**config.mk**
```make
export PLATFORM = sky130hd
export DESIGN_NAME = ser_port_seq
export DESIGN_NICKNAME = d
export VERILOG_FILES = /design/src/rtl/ser_port_pkg.sv /design/src/rtl/ser_port_ctrl.sv /design/src/rtl/ser_port_dp.sv /design/src/rtl/ser_port_seq.sv
export SDC_FILE = /design/constraint.sdc
export NUM_CORES = 1
export LEC_CHECK = 0
export ABC_AREA = 0
export BUFFER_PORTS_ARGS = -buffer_cell sky130_fd_sc_hd__buf_2
export CORE_AREA = 2 2 469 471
export DETAILED_ROUTE_END_ITERATION = 8
export DIE_AREA = 0 0 471 473
export SLEW_MARGIN = 20
export SYNTH_ARGS = -nofsm -noshare
export SYNTH_HDL_FRONTEND = slang
export SYNTH_SLANG_ARGS = --single-unit
```
**constraint.sdc**
```tcl
create_clock -name clk -period 8.18 [get_ports clk]
set_input_delay 1.636 -clock clk [delete_from_list [all_inputs] [get_ports clk]]
set_output_delay 1.636 -clock clk [all_outputs]
set_load 0.01 [all_outputs]
```
**src/rtl/ser_port_pkg.sv**
```systemverilog
package ser_port_pkg;
  localparam int unsigned SER_COUNT = 16;
  localparam int unsigned IDX_W = $clog2(SER_COUNT);

  typedef struct packed {
    logic txWr;
    logic [IDX_W-1:0] txIdx;
    logic rxRd;
    logic rxHit;
    logic [IDX_W-1:0] rxIdx;
    logic rxCap;
    logic [SER_COUNT-1:0] rxCapMask;
  } portStrobe_t;

  // lowest set index of a mask, 0 when empty
  function automatic logic [IDX_W-1:0] lowestIdx(input logic [SER_COUNT-1:0] m);
    lowestIdx = '0;
    for (int i = SER_COUNT - 1; i >= 0; i--) begin
      if (m[i]) lowestIdx = IDX_W'(i);
    end
  endfunction
endpackage

```
**src/rtl/ser_port_ctrl.sv**
```systemverilog
module ser_port_ctrl
  import ser_port_pkg::*;
#(
  parameter int unsigned NUM_SLOT = 32,
  parameter int unsigned SLOT_W = 5
) (
  input  logic                 clk,
  input  logic                 rstN,
  input  logic                 busSel,
  input  logic                 hostWrEn,
  input  logic                 hostRdEn,
  input  logic                 txSlotStart,
  input  logic [SLOT_W-1:0]    txSlot,
  input  logic [NUM_SLOT-1:0]  txSlotMask,
  input  logic [SER_COUNT-1:0] txSerEn,
  input  logic                 rxCapture,
  input  logic [SLOT_W-1:0]    rxSlot,
  input  logic [NUM_SLOT-1:0]  rxSlotMask,
  input  logic [SER_COUNT-1:0] rxSerEn,
  input  logic                 txUnderrunClr,
  input  logic                 rxOverrunClr,
  input  logic                 accessErrClr,
  output portStrobe_t          strb,
  output logic                 hostRdValid,
  output logic                 txReady,
  output logic                 rxReady,
  output logic                 txUnderrun,
  output logic                 rxOverrun,
  output logic                 accessErr
);
  logic [SER_COUNT-1:0] txRemain, rxRemain;
  logic [SER_COUNT-1:0] txSet, rxSet;
  logic portOn, wrGo, rdGo, txAny, rxAny;
  logic underSet, overSet, accSet;

  assign txSet  = txSerEn & {SER_COUNT{txSlotMask[txSlot]}};
  assign rxSet  = rxSerEn & {SER_COUNT{rxSlotMask[rxSlot]}};
  assign portOn = !busSel;
  assign wrGo   = portOn && hostWrEn && !txSlotStart;
  assign rdGo   = portOn && hostRdEn && !rxCapture;
  assign txAny  = |txRemain;
  assign rxAny  = |rxRemain;

  assign underSet = txSlotStart && txAny;
  assign overSet  = rxCapture && rxAny;
  assign accSet   = (wrGo && !txAny) || (rdGo && !rxAny);

  always_comb begin
    strb           = '0;
    strb.txWr      = wrGo && txAny;
    strb.txIdx     = lowestIdx(txRemain);
    strb.rxRd      = rdGo;
    strb.rxHit     = rxAny;
    strb.rxIdx     = lowestIdx(rxRemain);
    strb.rxCap     = rxCapture;
    strb.rxCapMask = rxSet;
  end

  // remaining-to-service masks; clearing the lowest set bit walks upward
  always_ff @(posedge clk or negedge rstN) begin
    if (!rstN) begin
      txRemain <= '0;
      rxRemain <= '0;
    end else begin
      if (txSlotStart)        txRemain <= txSet;
      else if (wrGo && txAny) txRemain <= txRemain & (txRemain - 1'b1);
      if (rxCapture)          rxRemain <= rxSet;
      else if (rdGo && rxAny) rxRemain <= rxRemain & (rxRemain - 1'b1);
    end
  end

  always_ff @(posedge clk or negedge rstN) begin
    if (!rstN) begin
      txReady     <= 1'b0;
      rxReady     <= 1'b0;
      hostRdValid <= 1'b0;
      txUnderrun  <= 1'b0;
      rxOverrun   <= 1'b0;
      accessErr   <= 1'b0;
    end else begin
      txReady     <= txSlotStart;
      rxReady     <= rxCapture;
      hostRdValid <= rdGo;
      if (underSet)           txUnderrun <= 1'b1;
      else if (txUnderrunClr) txUnderrun <= 1'b0;
      if (overSet)            rxOverrun <= 1'b1;
      else if (rxOverrunClr)  rxOverrun <= 1'b0;
      if (accSet)             accessErr <= 1'b1;
      else if (accessErrClr)  accessErr <= 1'b0;
    end
  end

  // unfinished transmit slot raises the underrun flag
  a_r5_underrun: assert property (@(posedge clk) disable iff (!rstN)
    (txSlotStart && txRemain != '0) |=> txUnderrun);

  // unread receive data overwritten raises the overrun flag
  a_r6_overrun: assert property (@(posedge clk) disable iff (!rstN)
    (rxCapture && rxRemain != '0) |=> rxOverrun);

  // flags hold until cleared
  a_r10_sticky: assert property (@(posedge clk) disable iff (!rstN)
    (txUnderrun && !txUnderrunClr) |=> txUnderrun);

  // disabled port does not advance the ordering
  a_r8_port_off: assert property (@(posedge clk) disable iff (!rstN)
    (busSel && !txSlotStart) |=> $stable(txRemain));

  // each serviced write retires exactly one serializer
  a_r2_one_step: assert property (@(posedge clk) disable iff (!rstN)
    (hostWrEn && !busSel && !txSlotStart && txRemain != '0)
      |=> ($countones(txRemain) + 1 == $countones($past(txRemain))));

  // ready follows the slot pulse by one cycle
  a_r9_ready: assert property (@(posedge clk) disable iff (!rstN)
    rxCapture |=> rxReady);
endmodule

```
**src/rtl/ser_port_dp.sv**
```systemverilog
module ser_port_dp
  import ser_port_pkg::*;
#(
  parameter int unsigned DATA_W = 32
) (
  input  logic                          clk,
  input  logic                          rstN,
  input  portStrobe_t                   strb,
  input  logic [DATA_W-1:0]             hostWrData,
  input  logic [SER_COUNT*DATA_W-1:0]   rxBufIn,
  output logic [SER_COUNT*DATA_W-1:0]   txBufFlat,
  output logic [DATA_W-1:0]             hostRdData
);
  logic [DATA_W-1:0] txBuf [SER_COUNT];
  logic [DATA_W-1:0] rxBuf [SER_COUNT];

  for (genvar g = 0; g < SER_COUNT; g++) begin : gSer
    always_ff @(posedge clk or negedge rstN) begin
      if (!rstN) begin
        txBuf[g] <= '0;
      end else if (strb.txWr && strb.txIdx == IDX_W'(g)) begin
        txBuf[g] <= hostWrData;
      end
    end

    always_ff @(posedge clk or negedge rstN) begin
      if (!rstN) begin
        rxBuf[g] <= '0;
      end else if (strb.rxCap && strb.rxCapMask[g]) begin
        rxBuf[g] <= rxBufIn[g*DATA_W +: DATA_W];
      end
    end

    assign txBufFlat[g*DATA_W +: DATA_W] = txBuf[g];
  end

  always_ff @(posedge clk or negedge rstN) begin
    if (!rstN) begin
      hostRdData <= '0;
    end else if (strb.rxRd) begin
      hostRdData <= strb.rxHit ? rxBuf[strb.rxIdx] : '0;
    end
  end

  // a steered write lands in the selected transmit buffer
  a_r2_write_lands: assert property (@(posedge clk) disable iff (!rstN)
    strb.txWr |=> (txBufFlat[$past(strb.txIdx)*DATA_W +: DATA_W] == $past(hostWrData)));

  // a read beyond the active set returns zero
  a_r7_miss_zero: assert property (@(posedge clk) disable iff (!rstN)
    (strb.rxRd && !strb.rxHit) |=> (hostRdData == '0));
endmodule

```
**src/rtl/ser_port_seq.sv**
```systemverilog
module ser_port_seq
  import ser_port_pkg::*;
#(
  parameter int unsigned DATA_W = 32,
  parameter int unsigned NUM_SLOT = 32,
  localparam int unsigned NUM_SER = SER_COUNT,
  localparam int unsigned SLOT_W = (NUM_SLOT > 1) ? $clog2(NUM_SLOT) : 1
) (
  input  logic                        clk,
  input  logic                        rstN,
  input  logic                        busSel,
  input  logic                        hostWrEn,
  input  logic [DATA_W-1:0]           hostWrData,
  input  logic                        hostRdEn,
  output logic [DATA_W-1:0]           hostRdData,
  output logic                        hostRdValid,
  input  logic                        txSlotStart,
  input  logic [SLOT_W-1:0]           txSlot,
  input  logic [NUM_SLOT-1:0]         txSlotMask,
  input  logic [NUM_SER-1:0]          txSerEn,
  output logic                        txReady,
  output logic [NUM_SER*DATA_W-1:0]   txBufFlat,
  input  logic                        rxCapture,
  input  logic [SLOT_W-1:0]           rxSlot,
  input  logic [NUM_SLOT-1:0]         rxSlotMask,
  input  logic [NUM_SER-1:0]          rxSerEn,
  input  logic [NUM_SER*DATA_W-1:0]   rxBufIn,
  output logic                        rxReady,
  output logic                        txUnderrun,
  output logic                        rxOverrun,
  output logic                        accessErr,
  input  logic                        txUnderrunClr,
  input  logic                        rxOverrunClr,
  input  logic                        accessErrClr
);
  portStrobe_t strb;

  ser_port_ctrl #(.NUM_SLOT(NUM_SLOT), .SLOT_W(SLOT_W)) uCtrl (
    .clk(clk), .rstN(rstN), .busSel(busSel),
    .hostWrEn(hostWrEn), .hostRdEn(hostRdEn),
    .txSlotStart(txSlotStart), .txSlot(txSlot), .txSlotMask(txSlotMask), .txSerEn(txSerEn),
    .rxCapture(rxCapture), .rxSlot(rxSlot), .rxSlotMask(rxSlotMask), .rxSerEn(rxSerEn),
    .txUnderrunClr(txUnderrunClr), .rxOverrunClr(rxOverrunClr), .accessErrClr(accessErrClr),
    .strb(strb), .hostRdValid(hostRdValid), .txReady(txReady), .rxReady(rxReady),
    .txUnderrun(txUnderrun), .rxOverrun(rxOverrun), .accessErr(accessErr)
  );

  ser_port_dp #(.DATA_W(DATA_W)) uDp (
    .clk(clk), .rstN(rstN), .strb(strb), .hostWrData(hostWrData),
    .rxBufIn(rxBufIn), .txBufFlat(txBufFlat), .hostRdData(hostRdData)
  );
endmodule

```
# Word level (Yosys, flattened, before mapping)
# Cells that the tools add are included.
[classes] add_sub_neg=2 magnitude_cmp=3 eq_ne=15 mux=50 bitwise=5 reduce_logical=56
[op_table] op="$bmux 32 s4" count=1
[op_table] op="$mux 4" count=32
[op_table] op="$mux 32" count=3
[op_table] op="$and 16x16->16" count=4
[op_table] op="$mux 16" count=4
[op_table] op="$logic_and 1x1->1" count=42
[op_table] op="$eq 4x4->1 const B" count=8
[op_table] op="$reduce_or 16->1" count=2
[op_table] op="$sub 16x1->16 const B" count=2
[op_table] op="$eq 4x3->1 const B" count=4
[op_table] op="$lt 5x6->1 const B" count=2
[op_table] op="$bmux 1 s5" count=2
[op_table] op="$reduce_bool 2->1" count=5
[op_table] op="$eq 4x2->1 const B" count=2
[op_table] op="$mux 1" count=8
[op_table] op="$ge 5x5->1 const B" count=1
[op_table] op="$logic_not 1->1" count=5
[op_table] op="$not 4->5" count=1
[op_table] op="$eq 4x1->1 const B" count=1
[op_table] op="$logic_not 4->1" count=1
[op_table] op="$logic_or 1x1->1" count=1
[totals] regBits=1094 in_bits=660 out_inout_bits=550 word_cells=172

# Depth between registers and ports, before layout
# Gate-level depths: netlist (run 1).
[depth] ltp_word=21 mapped_depth=11 depth_no_buf=8

# Hierarchy
# Synthesis (run 1) repeated with hierarchy kept, for this count alone.
[unflattened] hier_cells=3199 area_unflattened_um2=46041.7
[by_module_without_submodules] module="ser_port_dp" instances=1 cells_each=2872 area_per_inst_um2=43317.8
[by_module_without_submodules] module="ser_port_ctrl" instances=1 cells_each=327 area_per_inst_um2=2723.9

# Least setup slack after synthesis (run 1)
# Ideal clock, no wire load.
[synth_path] path_kind="in2reg" start="in rxSlot[0]" end="reg uDp.rxBuf[10] (netlist bit)" setup_time_ns=0.125 arrival_time_ns=3.942 slack_ns=4.113 cell_stages=10 path_cell_list="buf_4 -> mux4_2 -> mux4_2 -> mux2i_4 -> nor2_1 -> buf_2 -> and2_1 -> buf_6 -> buf_6 -> mux2_4"
[synth_between] elab_chain_len=4
[synth_rtl] item="start, declared" line_no="ser_port_seq.sv:24" source="input logic [SLOT_W-1:0] rxSlot,"
[synth_rtl] item="$bmux 1 s5" line_no="ser_port_ctrl.sv:37" source="assign rxSet = rxSerEn & {SER_COUNT{rxSlotMask[rxSlot]}};"
[synth_rtl] item="$mux 1 (implied by the code)" line_no="ser_port_ctrl.sv:37"
[synth_rtl] item="$and 16x16->16" line_no="ser_port_ctrl.sv:37"
[synth_rtl] item="$logic_and 1x1->1" line_no="ser_port_dp.sv:29" source="end else if (strb.rxCap && strb.rxCapMask[g]) begin"
[synth_rtl] item="end signal, assigned by index" line_no="ser_port_dp.sv:30" source="rxBuf[g] <= rxBufIn[g*DATA_W +: DATA_W];"
[synth_rtl] item="end, declared" line_no="ser_port_dp.sv:15" source="logic [DATA_W-1:0] rxBuf [SER_COUNT];"
# No other way between the ends. The select of a mux whose other input is x is not followed.
# A chain may end at the register's enable or synchronous reset.

# Final worst setup path (run 1)
[layout_path] start="reg uCtrl.rxRemain[0]" end="reg uDp.hostRdData[13]"
[layout_between] elab_chain_len=6 elab_cells_between_ends=7 cone_classes="5 x mux; 1 x bitwise; 1 x reduce/logical"
[layout_rtl] item="start, declared" line_no="ser_port_ctrl.sv:31" source="logic [SER_COUNT-1:0] txRemain, rxRemain;"
[layout_rtl] item="start signal, assigned" line_no="ser_port_ctrl.sv:67" source="if (rxCapture) rxRemain <= rxSet;"
[layout_rtl] item="start signal, assigned" line_no="ser_port_ctrl.sv:68" source="else if (rdGo && rxAny) rxRemain <= rxRemain & (rxRemain - 1'b1);"
[layout_rtl] item="$mux 4" line_no="ser_port_pkg.sv:19" source="if (m[i]) lowestIdx = IDX_W'(i);"
[layout_rtl] item="$not 4->5 (implied by the code)" line_no="ser_port_dp.sv:41" source="hostRdData <= strb.rxHit ? rxBuf[strb.rxIdx] : '0;"
[layout_rtl] item="$bmux 32 s4" line_no="ser_port_dp.sv:41"
[layout_rtl] item="$mux 32 (implied by the code) (2 in series)" line_no="ser_port_dp.sv:41"
[layout_rtl] item="$mux 32 (*)" line_no="ser_port_dp.sv:41"
[layout_rtl] item="end signal, assigned" line_no="ser_port_dp.sv:41"
[layout_rtl] item="end, declared" line_no="ser_port_dp.sv:12" source="output logic [DATA_W-1:0] hostRdData"
# Mark *: on every way between the ends. The rest lies on a longest branch, timed or not. The select of a mux whose other input is x is not followed.

==> results_dict.tcl, run 1 <==
set metrics [dict create \
    wl_mm 200 \
    ys_seq_area_share_pct 56.4 \
    synth-simple-area-share_pct 5.14 \
    cp.arrival_ns 5.51 \
    cts_max_path_buffers 3 \
    yosys-top-cells-area "dfrtp_1 (56%), mux2_2 (15%), mux2_4 (9.0%)" \
    synthFlopType "dfrtp_1" \
    tightest_slew_ns 1.29 \
    final_util_pct 28.5 \
    cp-start-kind "register" \
    netlist_area_sq_um 48500 \
    tns_ns 0 \
    initial_utilization_pct 22.2 \
    synthesis.nets 4018 \
    drive_gt1_share_pct 56.8 \
    crit_path_max_fanout 47 \
    grt_start_max_net_pins 172 \
    fin_crit_sh_pct 58.8 \
    p_sw_uw 6240 \
    synth-seq-cells 1094 \
    ff_latch_area_sq_um 27400 \
    synth-xor-area-share_pct 0 \
    core_area_sq_um 218000 \
    netlist.area_leader.share_pct 56.4 \
    post_cts_buffers 0 \
    post-dp-hpwl_mm 146 \
    post_cts_resized 0 \
    vdd_drop_max_v 0.000187 \
    synth_edf_count 0 \
    drc 0 \
    avgSynthCellArea_sq_um 14.5 \
    whs_ns 0.483 \
    drtIter0Drc 2631 \
    grt_pass1_vias 35300 \
    synth_largest_area_cell "dfrtp_1" \
    hp-class "register to register" \
    wl_per_cell_um 26.6 \
    antenna_found_initial 85 \
    io_buffer_count 1209 \
    synth_top_family_by_area "multiplexers" \
    synthAdderAreaFrac_pct 0 \
    pin_count 1210 \
    rsz0062_at_grt "false" \
    pwr-share-seq_pct 40.6 \
    synthArstFlopShare_pct 100 \
    status "complete, no violations" \
    cts_tree "done" \
    slew_headroom_pct 13.3 \
    cts.sinks 1094 \
    num_vias 34900 \
    synth_compound_area_share_pct 5.64 \
    synthMuxAreaShare_pct 29.9 \
    netlist_instances 3358 \
    numCtsBuffers 133 \
    grt_first_pass_wirelength_mm 276 \
    min_period_ns 4.81 \
    multi_input_area_sq_um 19900 \
    hold_buffers 0 \
    placementRows 172 \
    first_pass_iters 5 \
    ant_nets 0 \
    cts.htree.levels 4 \
    cp.required_ns 8.88 \
    powerDensity_nw_per_um2 312 \
    internal_power_uw 13100 \
    die_area_sq_um 223000 \
    overflow 0 \
    clk_latency_ns 0.77 \
    die_w_um 471 \
    worstSetupPathType "register to register" \
    cts.reportedPaths.clkPinSlew_ns 0.06 \
    cp-end-kind "register" \
    nNetsFinal 5152 \
    switching_share_pct 32.2 \
    track_usage_pct 17.3 \
    vias_per_cell 4.64 \
    fmax_mhz 208 \
    die_h_um 473 \
    routabilityCongestion 0.846 \
    setup_viol 0 \
    cts_root_buffer "clkbuf_16" \
    ys_types 58 \
    clkPwrFrac_pct 31.3 \
    p_leak_uw 0.0288 \
    clock_skew_ns 0.0312 \
    fillCellCount 22400 \
    syn_to_final_growth_pct 28.0 \
    yosysWarningCount 0 \
    drv_cap 0 \
    slew_violations 0 \
    comb_power_share_pct 28.1 \
    hold_viol 0 \
]
==> routing by layer <==
metal  up-vias  GRT usage, %  wire length (um)
met3       340          4.96             16400
met4        36          6.02              6550
met1     18400          23.1             86300
met5         -             0               235
li1      14600             -                 -
met2      1482          26.7             90400
==> per-stage QoR <==
| step | power [uW] | instance area (sq um) | setup WS, ns | std cells |
|---|---|---|---|---|
| 2_1_floorplan | 11000 | 48500 | 4.11 | 3358 |
| 3_3_place_gp | 13300 | 57600 | 2.84 | 7228 |
| 4_1_cts | 19600 | 62000 | 3.53 | 7465 |
| 5_1_grt | 20300 | 62100 | 3.34 | 7502 |
| 6_report | 19400 | 62200 | 3.37 | 7516 |
| 3_5_place_dp | 13400 | 57600 | 2.77 | 7228 |
==> synthesized netlist by cell type (4+ instances only) <==
master,instances
o211ai_1,7
mux2_4,290
a31oi_1,31
buf_2,48
mux2_2,668
a22oi_1,97
o31ai_1,7
nor2b_1,64
mux2i_1,74
nor4_1,6
o21ai_0,68
a32o_1,40
a211o_1,31
nor3_1,11
dfrtp_1,1094
inv_1,13
and2_1,16
mux4_2,82
a21oi_1,39
a31o_2,37
buf_6,40
nand4b_1,32
or4_1,34
buf_1,26
nand3_1,66
or3_1,4
nand2_1,194
clkbuf_1,159
nor2_1,34
nand2b_1,10
==> final timing paths <==
check                                        from                  to  slack [ns]  cells after the start
worst max-delay path            uCtrl.rxRemain[0]  uDp.hostRdData[13]        3.37                      8
worst min-delay path            uDp.hostRdData[7]   uDp.hostRdData[7]        0.48                      1
worst max register to register  uCtrl.rxRemain[0]  uDp.hostRdData[13]        3.37                      8
worst min register to register  uDp.hostRdData[7]   uDp.hostRdData[7]        0.48                      1
max in group asynchronous                    rstN      uDp.rxBuf[151]        5.52                      3
min in group asynchronous                    rstN  uDp.txBufFlat[417]        0.94                      1
==> cell usage in the layout (no fill, tap or decap), drive strengths merged, types with 4 or more instances in the layout <==
cell	instances
a211o	31
clkbuf	188
a32o	40
and2	16
a31o	37
o21ai	69
inv	27
or3	4
mux2	959
a22oi	97
nor4	6
clkinvlp	7
nand2	194
nand3	66
or2	4
mux2i	75
clkinv	20
o31ai	8
nand4b	32
a21oi	39
dfrtp	1094
nor3	11
or4	34
bufinv	8
nor2	34
o211ai	7
diode	51
nor2b	64
mux4	82
nand2b	10
a31oi	31
buf	1273
==> sequential cells by signal, summed over array words and instances, names as in the netlist <==
name / cells
uCtrl.rxRemain: 16
uCtrl.rxOverrun: 1
uCtrl.rxReady: 1
uCtrl.accessErr: 1
uDp.hostRdData: 32
uDp.rxBuf: 512
uDp.txBufFlat: 512
uCtrl.hostRdValid: 1
uCtrl.txUnderrun: 1
uCtrl.txRemain: 16
uCtrl.txReady: 1
==> cell families after synthesis <==
logic type / after synthesis
compound gates: 378
flops: 1094
mux: 1116
buf+inv: 287
simple gates: 483
==> power by group through the flow <==
stage | Sequential, uW | Combinational, uW | Clock (uW)
global route | 8040 | 5800 | 6430
finish | 7870 | 5440 | 6070
floorplan | 8000 | 2980 | 0
detailed placement | 7930 | 5490 | 0
CTS | 7850 | 5510 | 6200
global placement | 7860 | 5420 | 0
==> worst max-delay path, stage by stage (launching register included) <==
cell and delay, ns:
dfrtp_1 0.45, nor4_1 0.91, nand2_1 0.33, a21oi_4 0.87
buf_12 0.35, mux4_2 0.34, nand2_1 0.07, a31oi_1 0.99
a32o_1 0.29
==> area by class of cell <==
type / instances / share of cell area, %
Inverter: 13 / 0.0785
Timing Repair Buffer: 1273 / 10.7
Multi-Input combinational cell: 1977 / 32.1
Clock buffer: 188 / 6.11
Sequential cell: 1094 / 44.1
Antenna cell: 51 / 0.205
Tap cell: 2871 / 5.78
Clock inverter: 49 / 1.03
(Power assumes the default switching activity.)
==> run 2, diff against run 1 <==
- ABC_AREA: 0 -> 1
- CORE_AREA: 2 2 469 471 -> 2 2 476 478
- DIE_AREA: 0 0 471 473 -> 0 0 478 480
- clock period: 8.18 -> 4.4 ns (I/O delays scaled with it)
==> run 2 against run 1 <==
Non-clock buffer count is 30 higher. Fmax is 37% higher. Clock skew is 0.024 ns higher. Utilization is 1.2 points lower. Final cell count is 17% higher. Critical path depth is 7 higher. Area after synthesis is 2.9% lower. Largest cell class unchanged. Global-route usage is 0.70 points higher. Largest power group unchanged. First-iteration DRC count is 44% higher. Count of clock-buffer cells in the layout is 12 lower. Flip-flop and latch count stayed put. Routed wire length is 7.3% higher.
==> results_dict.tcl, run 2 <==
set metrics [dict create \
    status "complete, no violations" \
    ff_latch_area_sq_um 27400 \
    routabilityCongestion 0.909 \
    drv_cap 0 \
    cts_root_buffer "clkbuf_16" \
    setup_viol 0 \
    cts.reportedPaths.clkPinSlew_ns 0.06 \
    tightest_slew_ns 1.20 \
    synthFlopType "dfrtp_1" \
    pin_count 1210 \
    cp-endpoint "uCtrl.rxRemain[3]" \
    layout_common_cells "buf_2 (1208), dfrtp_1 (1094), nand2_1 (902)" \
    num_vias 40300 \
    rsz0062_at_grt "false" \
    fmax_mhz 285 \
    drive_gt1_share_pct 35.4 \
    synthesis.nets 5197 \
    r2r-end "uCtrl.rxRemain[3]" \
    post_cts_resized 0 \
    powerDensity_nw_per_um2 545 \
    post_cts_buffers 0 \
    ant_nets 0 \
    vdd_drop_max_v 0.000350 \
    drc 0 \
    clock_skew_ns 0.0552 \
    yosysWarningCount 0 \
    netlist.area_leader.share_pct 58.1 \
    post-dp-hpwl_mm 159 \
    worstSetupPathType "register to register" \
    nNetsFinal 6307 \
    reg2reg_depth 15 \
    numCtsBuffers 132 \
    hp-class "input pin to asynchronous set/reset pin" \
    avgSynthCellArea_sq_um 10.4 \
    rrSetupSlack_ns 0.90 \
    multi_input_area_sq_um 17800 \
    grt_pass1_vias 39400 \
    cts_max_path_buffers 3 \
    p_leak_uw 0.0303 \
    wl_mm 214 \
    hold_viol 0 \
    final_common_cell "buf_2" \
    first_pass_iters 6 \
    cts_tree "done" \
    syn_to_final_growth_pct 29.8 \
    track_usage_pct 18.0 \
    synth_edf_count 0 \
    final_util_pct 27.3 \
    min_period_ns 3.50 \
    wl_per_cell_um 24.3 \
    synth-seq-cells 1094 \
    fin_crit_sh_pct 79.6 \
    crit_path_max_fanout 33 \
    cts.htree.levels 4 \
    cp.arrival_ns 4.12 \
    ys_types 37 \
    rr_startpoint "uCtrl.rxRemain[0]" \
    core_area_sq_um 224000 \
    die_area_sq_um 229000 \
    cp-end-kind "register" \
    netlist_area_sq_um 47100 \
    hold_buffers 0 \
    placementRows 174 \
    cts.sinks 1094 \
    antenna_found_initial 124 \
    netlist_instances 4537 \
    slew_violations 0 \
    synthArstFlopShare_pct 100 \
    vias_per_cell 4.57 \
    fillCellCount 23700 \
    yosys-top-cells-area "dfrtp_1 (58%), mux2_4 (7.7%), nand3_1 (7.5%)" \
    synth.most_common_cell "dfrtp_1" \
    cp.required_ns 5.01 \
    clk_latency_ns 0.78 \
    startpoint "uCtrl.rxRemain[0]" \
    initial_utilization_pct 21.0 \
    ys_seq_area_share_pct 58.1 \
    tns_ns 0 \
    die_w_um 478 \
    grt_first_pass_wirelength_mm 297 \
    overflow 0 \
    grt_start_max_net_pins 179 \
    io_buffer_count 1209 \
    synth_largest_area_cell "dfrtp_1" \
    slew_headroom_pct 19.7 \
    cp-start-kind "register" \
    synthTopCellsByCount "dfrtp_1 (1094), nand2_1 (921), nand3_1 (704), o21ai_0 (590)" \
    drtIter0Drc 3781 \
    die_h_um 480 \
]
-- run 2: changes by cell type in the layout (fill, tap and decap cells not counted), moves of 38 or more --
cell / previous run / this run
a22oi_1: 96 / 3
a32o_1: 40 / 2
inv_1: 13 / 140
mux2_2: 668 / 222
mux2_4: 290 / 243
mux2i_1: 74 / 0
mux4_2: 82 / 0
nand2_1: 190 / 902
nand3_1: 65 / 704
nor2_1: 27 / 143
nor2b_1: 64 / 0
o21ai_0: 68 / 590
-- run 2: final cells by class --
class / instances / area share (%)
inverter: 147 / 0.924
antenna: 67 / 0.274
sequential: 1094 / 44.7
clock buffer: 176 / 6.08
clock inverter: 58 / 1.36
multi-input combinational: 2969 / 29.0
timing repair buffer: 1303 / 11.5
tap: 2992 / 6.12
-- run 2: layer usage --
metal  routed length (um)  track usage (%)  vias to the layer above
met3                18000             4.99                      539
met2               100000             29.0                     2044
met5                  258                0                        -
met4                11100             9.21                       42
met1                84700             22.0                    20000
li1                     -                -                    17700
-- run 2: worst min-delay path by stage --
stage          cells past startpoint                 end  slack [ns]
6_report                           1      uDp.rxBuf[318]        0.20
5_1_grt                            1      uDp.rxBuf[318]        0.18
4_1_cts                            1      uDp.rxBuf[203]        0.16
3_5_place_dp                       2  uDp.hostRdData[22]        0.46
3_3_place_gp                       2   uDp.hostRdData[3]        0.46
2_1_floorplan                      1      uDp.rxBuf[256]        0.47
-- run 2: logic make-up after synthesis --
logic type      after synthesis  synth area share [%]
simple gates               1793                  16.5
compound gates              711                  7.90
mux                         465                  13.0
flops                      1094                  58.1
buf+inv                     474                  4.46
-- run 2: power breakdown --
group | internal (uW) | switching (uW)
Sequential | 12300 | 1330
Clock | 6500 | 4890
Combinational | 3430 | 4830
-- run 2: worst max-delay path, cell delays in order (launching register included) --
cell and delay, ns:
dfrtp_1 0.45, nor2_1 0.17, nand2_1 0.09, nor2_1 0.09, inv_1 0.11, nor2_1 0.21, inv_1 0.15, nor2_1 0.12
inv_1 0.09, nor2_1 0.58, nor2_4 0.02, buf_4 0.30, inv_1 0.13, nand2_1 0.50, nor2_1 0.26, a31oi_1 0.07
-- run 2: stage by stage --
step | area (sq um) | cells | worst slack, ns | total power [uW] | hold WS (ns)
floorplan | 47100 | 4537 | 1.48 | 18200 | 0.474
global placement | 56500 | 8505 | 0.638 | 21900 | 0.459
detailed placement | 56500 | 8505 | 0.623 | 22100 | 0.460
CTS | 61000 | 8739 | 0.832 | 33600 | 0.156
global route | 61100 | 8779 | 0.468 | 35000 | 0.179
finish | 61200 | 8806 | 0.896 | 33300 | 0.202
